--- src/rtl/hz_pkg.sv ---
package hz_pkg;
  localparam int INSTR_W = 32;
  localparam int REG_W   = 5;
  localparam int OP_W    = 6;
  localparam int OP_LSB  = 26;
  localparam int RS_LSB  = 21;
  localparam int RT_LSB  = 16;
  localparam int RD_LSB  = 11;
  localparam int SEL_W   = 2;

  localparam logic [OP_W-1:0] OPC_REG   = 6'h00;
  localparam logic [OP_W-1:0] OPC_LOAD  = 6'h23;
  localparam logic [OP_W-1:0] OPC_STORE = 6'h2B;
  localparam logic [OP_W-1:0] OPC_BEQ   = 6'h04;
  localparam logic [OP_W-1:0] OPC_BNE   = 6'h05;

  typedef enum logic [SEL_W-1:0] {
    SEL_RF  = 2'b00,
    SEL_WB  = 2'b01,
    SEL_MEM = 2'b10
  } fwd_sel_e;

  // fully decoded instruction (decode and execute stages)
  typedef struct packed {
    logic             uses_rs;
    logic             uses_rt_alu;
    logic             uses_rt_sd;
    logic             is_load;
    logic             is_store;
    logic             wr_en;
    logic [REG_W-1:0] rs;
    logic [REG_W-1:0] rt;
    logic [REG_W-1:0] wd;
  } hz_dec_t;

  // what the memory stage keeps
  typedef struct packed {
    logic             wr_en;
    logic             is_load;
    logic             is_store;
    logic [REG_W-1:0] wd;
    logic [REG_W-1:0] rt;
  } hz_mem_t;

  // what the write-back stage keeps
  typedef struct packed {
    logic             wr_en;
    logic             is_load;
    logic [REG_W-1:0] wd;
  } hz_wb_t;
endpackage

--- src/rtl/hz_decode.sv ---
module hz_decode
  import hz_pkg::*;
(
  input  logic               valid,
  input  logic [INSTR_W-1:0] instr,
  output hz_dec_t            dec
);
  logic [OP_W-1:0]  opc;
  logic [REG_W-1:0] f_rs, f_rt, f_rd;

  assign opc  = instr[OP_LSB +: OP_W];
  assign f_rs = instr[RS_LSB +: REG_W];
  assign f_rt = instr[RT_LSB +: REG_W];
  assign f_rd = instr[RD_LSB +: REG_W];

  always_comb begin
    dec    = '0;
    dec.rs = f_rs;
    dec.rt = f_rt;
    if (valid) begin
      if (opc == OPC_REG) begin
        dec.uses_rs     = 1'b1;
        dec.uses_rt_alu = 1'b1;
        dec.wr_en       = 1'b1;
        dec.wd          = f_rd;
      end else if (opc[OP_W-1:3] == 3'b001) begin
        dec.uses_rs = 1'b1;
        dec.wr_en   = 1'b1;
        dec.wd      = f_rt;
      end else if (opc == OPC_LOAD) begin
        dec.uses_rs = 1'b1;
        dec.is_load = 1'b1;
        dec.wr_en   = 1'b1;
        dec.wd      = f_rt;
      end else if (opc == OPC_STORE) begin
        dec.uses_rs    = 1'b1;
        dec.uses_rt_sd = 1'b1;
        dec.is_store   = 1'b1;
      end else if (opc == OPC_BEQ || opc == OPC_BNE) begin
        dec.uses_rs     = 1'b1;
        dec.uses_rt_alu = 1'b1;
      end
    end
  end
endmodule

--- src/rtl/hz_pipe_track.sv ---
module hz_pipe_track
  import hz_pkg::*;
(
  input  logic    clk,
  input  logic    rst_n,
  input  logic    stall,
  input  hz_dec_t id_dec,
  output hz_dec_t idex_q,
  output hz_mem_t exm_q,
  output hz_wb_t  mwb_q
);
  hz_dec_t idex_d;
  hz_mem_t exm_d;
  hz_wb_t  mwb_d;

  // next-state: a stall turns the execute entry into a bubble
  always_comb begin
    idex_d         = stall ? '0 : id_dec;
    exm_d.wr_en    = idex_q.wr_en;
    exm_d.is_load  = idex_q.is_load;
    exm_d.is_store = idex_q.is_store;
    exm_d.wd       = idex_q.wd;
    exm_d.rt       = idex_q.rt;
    mwb_d.wr_en    = exm_q.wr_en;
    mwb_d.is_load  = exm_q.is_load;
    mwb_d.wd       = exm_q.wd;
  end

  always_ff @(posedge clk or negedge rst_n) begin
    if (!rst_n) begin
      idex_q <= '0;
      exm_q  <= '0;
      mwb_q  <= '0;
    end else begin
      idex_q <= idex_d;
      exm_q  <= exm_d;
      mwb_q  <= mwb_d;
    end
  end
endmodule

--- src/rtl/hz_fwd_pick.sv ---
module hz_fwd_pick
  import hz_pkg::*;
#(
  parameter bit SKIP_MEM_LOAD = 1'b0
) (
  input  logic             use_src,
  input  logic [REG_W-1:0] src,
  input  logic             exm_wr,
  input  logic             exm_ld,
  input  logic [REG_W-1:0] exm_wd,
  input  logic             mwb_wr,
  input  logic [REG_W-1:0] mwb_wd,
  output logic [SEL_W-1:0] sel
);
  logic live, hit_mem, hit_wb;

  assign live    = use_src && (src != '0);
  assign hit_mem = live && exm_wr && (exm_wd == src) && !(SKIP_MEM_LOAD && exm_ld);
  assign hit_wb  = live && mwb_wr && (mwb_wd == src);

  always_comb begin
    if (hit_mem)     sel = SEL_MEM;
    else if (hit_wb) sel = SEL_WB;
    else             sel = SEL_RF;
  end
endmodule

--- src/rtl/hz_loaduse.sv ---
module hz_loaduse
  import hz_pkg::*;
(
  input  hz_dec_t id_dec,
  input  hz_dec_t idex_q,
  output logic    stall
);
  logic ld_live, hit_rs, hit_rt;

  assign ld_live = idex_q.is_load && (idex_q.wd != '0);
  assign hit_rs  = id_dec.uses_rs && (id_dec.rs == idex_q.wd);
  assign hit_rt  = id_dec.uses_rt_alu && (id_dec.rt == idex_q.wd);
  assign stall   = ld_live && (hit_rs || hit_rt);
endmodule

--- src/rtl/hazard_bypass_unit.sv ---
module hazard_bypass_unit
  import hz_pkg::*;
(
  input  logic               clk,
  input  logic               rst_n,
  input  logic               id_valid,
  input  logic [INSTR_W-1:0] id_instr,
  output logic               stall_o,
  output logic [SEL_W-1:0]   fwd_a_o,
  output logic [SEL_W-1:0]   fwd_b_o,
  output logic [SEL_W-1:0]   fwd_sd_o,
  output logic               st_late_o
);
  localparam int N_PICK = 3;

  hz_dec_t id_dec, idex_q;
  hz_mem_t exm_q;
  hz_wb_t  mwb_q;
  logic    stall;

  logic             pick_use [N_PICK];
  logic [REG_W-1:0] pick_src [N_PICK];
  logic [SEL_W-1:0] pick_sel [N_PICK];

  hz_decode u_dec (.valid(id_valid), .instr(id_instr), .dec(id_dec));

  hz_loaduse u_lu (.id_dec(id_dec), .idex_q(idex_q), .stall(stall));

  hz_pipe_track u_trk (
    .clk(clk), .rst_n(rst_n), .stall(stall), .id_dec(id_dec),
    .idex_q(idex_q), .exm_q(exm_q), .mwb_q(mwb_q)
  );

  assign pick_use[0] = idex_q.uses_rs;
  assign pick_src[0] = idex_q.rs;
  assign pick_use[1] = idex_q.uses_rt_alu;
  assign pick_src[1] = idex_q.rt;
  assign pick_use[2] = idex_q.uses_rt_sd;
  assign pick_src[2] = idex_q.rt;

  // pick 2 is store data: a load in the memory stage is patched later instead
  for (genvar g = 0; g < N_PICK; g++) begin : g_pick
    hz_fwd_pick #(.SKIP_MEM_LOAD(g == 2)) u_pick (
      .use_src(pick_use[g]), .src(pick_src[g]),
      .exm_wr(exm_q.wr_en), .exm_ld(exm_q.is_load), .exm_wd(exm_q.wd),
      .mwb_wr(mwb_q.wr_en), .mwb_wd(mwb_q.wd),
      .sel(pick_sel[g])
    );
  end

  assign stall_o   = stall;
  assign fwd_a_o   = pick_sel[0];
  assign fwd_b_o   = pick_sel[1];
  assign fwd_sd_o  = pick_sel[2];
  assign st_late_o = exm_q.is_store && mwb_q.is_load && (mwb_q.wd != '0) &&
                     (mwb_q.wd == exm_q.rt);
endmodule

--- config.mk ---
export PLATFORM = sky130hd
export DESIGN_NAME = hazard_bypass_unit
export DESIGN_NICKNAME = d
export VERILOG_FILES = /design/src/rtl/hz_pkg.sv /design/src/rtl/hz_decode.sv /design/src/rtl/hz_pipe_track.sv /design/src/rtl/hz_fwd_pick.sv /design/src/rtl/hz_loaduse.sv /design/src/rtl/hazard_bypass_unit.sv
export SDC_FILE = /design/constraint.sdc
export NUM_CORES = 1
export LEC_CHECK = 0
export BUFFER_PORTS_ARGS = -buffer_cell sky130_fd_sc_hd__buf_2
export CORE_UTILIZATION = 48
export CTS_BUF_LIST = sky130_fd_sc_hd__clkbuf_8 sky130_fd_sc_hd__clkbuf_16
export DETAILED_ROUTE_END_ITERATION = 8
export PLACE_DENSITY = 0.83
export SLEW_MARGIN = 15
export SYNTH_ARGS = -nofsm -noshare
export SYNTH_HDL_FRONTEND = slang
export SYNTH_SLANG_ARGS = --single-unit
--- constraint.sdc ---
create_clock -name clk -period 1.9 [get_ports clk]
set_clock_uncertainty 0.1 [all_clocks]
set_input_delay 0.095 -clock clk [delete_from_list [all_inputs] [get_ports clk]]
set_output_delay 0.095 -clock clk [all_outputs]
set_load 0.02 [all_outputs]
== After elaboration in Yosys (flattened, before gate mapping) ==
Cells that the tools add are included.
Storage, ports and cells
  flip-flop bits (word level): 41
Operators by class
  eq/ne operators: 12
  mux-type cells: 26
  reduce and logical (&&, ||, !) cells: 31
Operator list (number)
  $eq A5 B5 Y1: 7
  $logic_and A1 B1 Y1: 23
  $mux W21: 1
  $mux W5: 4
  $reduce_bool A5 Y1: 4
  $eq A6 B3 Y1 const B: 2
  $eq A6 B6 Y1 const B: 2
  $mux W1: 12
  $mux W2: 6
  $logic_not A6 Y1: 1
  $mux W6: 1
  $mux W4: 1
  $eq A3 B1 Y1 const B: 1
  $mux W3: 1
  $logic_or A1 B1 Y1: 2
  $logic_not A1 Y1: 1

== Logic depth before layout (Yosys ltp) ==
Gate-level depths: netlist (run 1).
  depth after elaboration: 12
  depth in mapped cells: 6
  gate-level depth less buffers: 5

== Cells and area by module ==
Synthesis (run 1) repeated with hierarchy kept, for this count alone.
Second synthesis, totals
  cells, all modules: 186
  area, all modules: 2162.1 µm²
By module, submodules not included
  hz_pipe_track: times used 1, cells each 64, area an instance 1229.9 µm²
  hz_fwd_pick at g_pick[0].u_pick ...: times used 2, cells each 19, area an instance 152.6 µm²
  hz_decode: times used 1, cells each 38, area an instance 256.5 µm²
  hz_fwd_pick at g_pick[2].u_pick: times used 1, cells each 19, area an instance 160.2 µm²
  hz_loaduse: times used 1, cells each 17, area an instance 133.9 µm²
  hazard_bypass_unit: times used 1, cells each 10, area an instance 76.3 µm²

== Worst setup path after synthesis (run 1) ==
No wires, ideal clock.
  kind: register to output
  start point: register u_trk.idex_q[11] (netlist name)
  end point: output fwd_a_o[0]
  arrival: 1684 ps
  data required time: 1705 ps
  setup slack: 21 ps
  stages on the path, launching flop included: 5
  path buffers: 0
  cell sequence: dfrtp_1 -> or4_1 -> o21ai_0 -> nor3_1 -> nor3_1
RTL lines
  $reduce_bool A5 Y1: RTL line hz_fwd_pick.sv:17  | assign live = use_src && (src != '0);
  $logic_and A1 B1 Y1: RTL line hz_fwd_pick.sv:17
  $logic_and A1 B1 Y1: RTL line hz_fwd_pick.sv:18  | assign hit_mem = live && exm_wr && (exm_wd == src) && !(SKIP_MEM_LOAD && exm_ld);
  $logic_and A1 B1 Y1 (*): RTL line hz_fwd_pick.sv:18
  named net g_pick[0].u_pick.hit_mem: RTL line hz_fwd_pick.sv:15  | logic live, hit_mem, hit_wb;
  $mux W2 (*): RTL line hz_fwd_pick.sv:22  | if (hit_mem) sel = SEL_MEM;
  to (decl): RTL line hazard_bypass_unit.sv:9  | output logic [SEL_W-1:0] fwd_a_o,
Mark *: on every way through the listed nets, which the timed path passes. The rest lies on a longest branch.

== Worst setup path in the final report (run 1) ==
  start point: input id_instr[22]
  end point: output stall_o
On the way
  longest elaborated chain between the ends: 4
Ends and longest elaborated chain
  from (decl): RTL line hazard_bypass_unit.sv:7  | input logic [INSTR_W-1:0] id_instr,
  $eq A5 B5 Y1: RTL line hz_loaduse.sv:11  | assign hit_rs = id_dec.uses_rs && (id_dec.rs == idex_q.wd);
  $logic_and A1 B1 Y1: RTL line hz_loaduse.sv:11
  $logic_or A1 B1 Y1: RTL line hz_loaduse.sv:13  | assign stall = ld_live && (hit_rs || hit_rt);
  $logic_and A1 B1 Y1: RTL line hz_loaduse.sv:13
  to (decl): RTL line hazard_bypass_unit.sv:8  | output logic stall_o,
No other way between the ends.

==> flow_summary.ini, run 1 <==
[sta]
slew_headroom_pct = 44.7
fmax_mhz = 476
period_minus_slack_ps = 2100
rsz0062_at_grt = yes
drv_slew = 0
setup_ws_ps = -199
hold_violations = 0
tightestPinTransition_ps = 830
fin_crit_sh_pct = 110
setup_viol = 25

[worst_setup_path]
cp_cell_sequence = dlygate4sd3_1, buf_2, xor2_1, nor3_1, nand3_1, a211oi_4, buf_6
crit_cells = 7
criticalPathCategory = in -> out
critPathArrivalTime_ps = 1900
critPathLaunchType = input pin
r2r_cells = 6
end_kind = output port
crit_path_max_fanout = 2
cp_num_buf_inv = 3
slowest_stage = dlygate4sd3_1
critPathTopFamily = buffers and inverters
crit_required_ps = 1700
slowest_delay_ps = 540

[floorplan]
ios = 43
dieWidth_um = 64.6
fp.dieH_um = 64.6
row_count = 22
initial_core_util_pct = 50.6
core_area_um2 = 3720
dieArea_um2 = 4170

[placement]
io_buffers = 31
dpl_cell_area_um2 = 2120
gp_congestion = 0.779
dp_hpwl_um = 2720

[synth]
ys_warn_count = 0
syn-instance-count = 159
postSynthRegisterBits = 40
ys_seq_area_share_pct = 53.3
ys_types = 32
avgSynthCellArea_um2 = 11.8
netlist_area_um2 = 1880
synthesis.nets = 194

[power]
total_power_uw = 1770
ir_worst_vdd_mv = 0.471
switching_share_pct = 22.7
p_seq_share_pct = 51.1
comb_power_share_pct = 11.3
intPower_uw = 1370
power.share.clock_pct = 37.6
p_leak_uw = 0.00117
switchingPower_uw = 403
p_per_area_nw_per_um2 = 685

[clocking]
cts.sinks = 40
cts_made_buffers = 5
max-clock-path-buffers = 2
cts_tree = yes
worstSkewPairLatency_ps = 290
root_buffer = clkbuf_8
clk_pin_slew_ps = 70
htreeDepth = 2

[detailed_routing]
drcViolationCount = 0
vias = 1446
drtIter0Drc = 32
wl_per_cell_um = 15.4
drt-vias-per-instance = 5.22
drt_pre_antenna_iters = 4
drtAntennaViolNets = 0
wirelength_um = 4270

[cells_and_area]
area_growth_pct = 37.7
diodes = 0
layout.nets = 263
design_area_um2 = 2590
drive_gt1_share_pct = 40.6
layout_common_cells = dfrtp_1, buf_2, buf_4
layout_commonest_cell = dfrtp_1
fin_util_pct = 69.6

[outcome]
violations = negative setup slack
run_status = finished, violations left

[global_routing]
track_usage_pct = 23.6
grt_pass1_wl_um = 7120
grt_pass1_vias = 1567
grt_max_degree = 41
overflow = 0
antenna_found_initial = 0

[hold_path]
min_path_type = in -> reg
worst_hold_path.num_cells = 2

[flow_run]
maxCapViolations = 0
cell type report:
class	instances	area, um^2
clock buffer	5	68.8
clock inverter	3	38.8
fill	268	1130
inverter	2	7.51
multi-input combinational	113	912
sequential	40	1010
tap	48	60.1
timing repair buffer	66	492
through the flow:
| step | instances | setup slack (ps) | hold WS [ps] | setup TNS (ps) |
|---|---|---|---|---|
| after global routing | 277 | -273 | 13.7 | -4080 |
| final | 277 | -199 | 16.2 | -2110 |
| after floorplan | 159 | 21.2 | -301 | 0 |
| after detailed placement | 242 | 74.0 | 152 | 0 |
| after CTS | 273 | -91.5 | 4.36 | -134 |
| after global placement | 242 | 104 | 139 | 0 |
path summary, 6_finish.rpt:
path,slack (ps),endpoint,start
min,20,u_trk.idex_q[0],id_valid
max reg2reg,-120,u_trk.idex_q[20],u_trk.idex_q[2]
min in group asynchronous,340,u_trk.mwb_q[2],rst_n
max in group asynchronous,780,u_trk.idex_q[5],rst_n
min reg2reg,260,u_trk.exm_q[12],u_trk.idex_q[15]
max,-200,stall_o,id_instr[22]
synth_stat cells (all sizes together):
cell | instances | area share, %
nor3b | 7 | 4.1
nand4 | 2 | 1.0
xnor2 | 16 | 7.5
and2b | 2 | 0.80
nand2b | 1 | 0.33
nand2 | 6 | 1.2
nor4 | 6 | 2.0
o211ai | 1 | 0.40
inv | 2 | 0.40
or4 | 2 | 0.80
and3b | 1 | 0.47
and3 | 1 | 0.33
nand4b | 1 | 0.47
nor4b | 1 | 1.3
buf | 4 | 1.8
nor2b | 12 | 4.5
a211oi | 1 | 1.1
xor2 | 18 | 8.4
o21ai | 4 | 1.1
nor3 | 8 | 2.1
dfrtp | 40 | 53
nor2 | 7 | 1.4
or2 | 1 | 0.47
a22oi | 5 | 2.0
o2111ai | 1 | 0.47
a21oi | 4 | 1.1
nand3 | 5 | 1.3
state kept, by name, indices dropped and copies added, names as in the netlist:
register	cells
u_trk.exm_q	13
u_trk.mwb_q	7
u_trk.idex_q	20
logic make-up (layout without fill, tap and decap cells):
kind of cell	after synthesis	count (layout)	share of synthesized area (%)
and+or+nand+nor	63	63	22.6
DFF	40	40	53.3
xor gates and xnor gates	34	34	15.8
AOI/OAI and AO/OA	16	16	6.06
buffers and inverters	6	76	2.20
timing repair:
item	in CTS	in global routing
hold buffers	13	0
gates resized for setup	13	22
setup buffers	11	4
endpoints found under the hold margin	52	0
setup endpoints to repair	6	25
pin swaps	10	13
layer usage:
layer | GRT usage [%] | wire length, um | vias to the layer above
li1 | - | - | 684
met1 | 24.9 | 1570 | 701
met2 | 42.1 | 2360 | 48
met3 | 7.22 | 194 | 13
met4 | 12.2 | 140 | 0
met5 | 0 | 0 | -
power by group through the flow:
stage               sequential [uW]  clock, uW  combinational, uW
finish                          907        666                200
global route                    910        725                222
CTS                             905        679                187
detailed placement              923          0                150
global placement                920          0                145
floorplan                       915          0               81.4
Note: power is estimated with default switching activity, not from simulation.
==> run 2, diff against run 1 <==
--- a/config.mk
+++ b/config.mk
@@ -6,10 +6,11 @@
 export NUM_CORES = 1
 export LEC_CHECK = 0
 export BUFFER_PORTS_ARGS = -buffer_cell sky130_fd_sc_hd__buf_2
-export CORE_UTILIZATION = 48
-export CTS_BUF_LIST = sky130_fd_sc_hd__clkbuf_8 sky130_fd_sc_hd__clkbuf_16
+export CORE_UTILIZATION = 50
+export CTS_BUF_LIST = sky130_fd_sc_hd__clkbuf_4
 export DETAILED_ROUTE_END_ITERATION = 8
-export PLACE_DENSITY = 0.83
+export MAX_ROUTING_LAYER = met4
+export PLACE_DENSITY = 0.86
 export SLEW_MARGIN = 15
 export SYNTH_ARGS = -nofsm -noshare
 export SYNTH_HDL_FRONTEND = slang
==> flow_summary.ini, run 2 (same netlist as run 1, synthesis figures left out) <==
[sta]
fin_crit_sh_pct = 112
drv_slew = 0
slew_headroom_pct = 42.7
fmax_mhz = 471
tightestPinTransition_ps = 860
hold_violations = 0
setup_ws_ps = -221
period_minus_slack_ps = 2120
setup_viol = 15
rsz0062_at_grt = yes

[hold_path]
min_path_type = in -> reg
worst_hold_path.num_cells = 4

[cells_and_area]
layout.nets = 274
area_growth_pct = 41.7
largest_reg_flops = 20
nFillCells = 224
multi_input_area_um2 = 943
regMostFlops = u_trk.idex_q
diodes = 0
design_area_um2 = 2660
fin_util_pct = 76.8
drive_gt1_share_pct = 39.6
largest_registers = u_trk.idex_q: 20 flops, u_trk.exm_q: 13 flops, u_trk.mwb_q: 7 flops
layout_commonest_cell = dfrtp_1
regArea_um2 = 1010
layout_common_cells = dfrtp_1, buf_2, buf_4

[floorplan]
ios = 43
core_area_um2 = 3470
dieArea_um2 = 4010
fp.dieH_um = 63.3
initial_core_util_pct = 54.2
dieWidth_um = 63.3
row_count = 21

[worst_setup_path]
end_kind = output port
r2r_cells = 7
critPathTopFamily = simple AND/OR/NAND/NOR gates
criticalPathCategory = reg -> out
critPathArrivalTime_ps = 1930
slowest_stage = or4_4
cp_num_buf_inv = 1
cp_cell_sequence = or4_4, o21ai_4, nor3_2, nor3_1, buf_2
crit_cells = 5
crit_path_max_fanout = 2
slowest_delay_ps = 560
critPathLaunchType = flop
crit_required_ps = 1700

[global_routing]
overflow = 0
grt_max_degree = 41
track_usage_pct = 24.0
antenna_found_initial = 0
grt_pass1_wl_um = 6840
grt_pass1_vias = 1553

[clocking]
cts_made_buffers = 5
clk_pin_slew_ps = 120
worstSkewPairLatency_ps = 360
cts.sinks = 40
root_buffer = clkbuf_4
max-clock-path-buffers = 2
htreeDepth = 2
cts_tree = yes

[detailed_routing]
drtIter0Drc = 46
drt-vias-per-instance = 5.17
vias = 1479
drt_pre_antenna_iters = 4
wl_per_cell_um = 16.1
drcViolationCount = 0
drtAntennaViolNets = 0
wirelength_um = 4600

[power]
switchingPower_uw = 403
p_seq_share_pct = 58.9
ir_worst_vdd_mv = 0.437
intPower_uw = 1140
p_per_area_nw_per_um2 = 578
comb_power_share_pct = 14.3
switching_share_pct = 26.2
power.share.clock_pct = 26.9
p_leak_uw = 0.00124

[placement]
gp_congestion = 0.846
dp_hpwl_um = 2610
io_buffers = 31
dpl_cell_area_um2 = 2130
post-place-ws_ps = 1.80

[flow_run]
maxCapViolations = 0

[outcome]
violations = negative setup slack
run_status = finished, violations left
-- run 2: layer usage --
layer  vias up  routed length, um  GRT usage [%]
met5         -                  0              -
met4         0                 80           5.97
met3         9                133           7.61
met2        37               2650           44.6
met1       725               1740           24.2
li1        708                  -              -
-- run 2: power by group through the flow --
stage          Combinational (uW)  Clock [uW]  Sequential (uW)
6_report                      220         414              906
5_1_grt                       239         469              909
4_1_cts                       197         425              905
3_5_place_dp                  151           0              921
3_3_place_gp                  147           0              919
2_1_floorplan                81.4           0              915
-- run 2: stage by stage --
stage / setup TNS (ps) / instances / total power [uW] / hold slack, ps
3_3_place_gp: 0 / 241 / 1070 / 135
5_1_grt: -3060 / 286 / 1620 / 35.3
6_report: -868 / 286 / 1540 / 26.5
3_5_place_dp: 0 / 241 / 1070 / 148
2_1_floorplan: 0 / 159 / 997 / -301
4_1_cts: -588 / 279 / 1530 / 4.23
-- run 2: final cells by class --
| cell class | instances | share of cell area [%] |
|---|---|---|
| Inverter | 2 | 0.282 |
| Clock inverter | 3 | 0.517 |
| Tap cell | 46 | 2.16 |
| Sequential cell | 40 | 37.8 |
| Timing Repair Buffer | 77 | 22.4 |
| Multi-Input combinational cell | 113 | 35.4 |
| Clock buffer | 5 | 1.41 |
-- run 2: path summary, 6_finish.rpt --
kind / to / start / slack (ps)
setup / recovery: fwd_a_o[0] / u_trk.idex_q[12] / -220
hold / removal: u_trk.idex_q[15] / id_instr[28] / 30
setup reg to reg: u_trk.idex_q[8] / u_trk.idex_q[4] / -20
hold reg to reg: u_trk.exm_q[12] / u_trk.idex_q[15] / 260
max in group asynchronous: u_trk.idex_q[9] / rst_n / 840
min in group asynchronous: u_trk.exm_q[2] / rst_n / 270
-- run 2: what timing repair did --
action / CTS / global route
gates resized for setup: 12 / 30
pin swaps: 13 / 21
endpoints found under the hold margin: 57 / 0
setup endpoints to repair: 17 / 22
hold buffers: 20 / 0
setup buffers: 10 / 8
-- run 2: worst register-to-register path, delay by kind of cell (launching register included) --
family	cells	cell delay [ps]
simple gates	3	390
compound gates	1	370
buf+inv	2	330
xor+xnor	1	160
flops	1	460
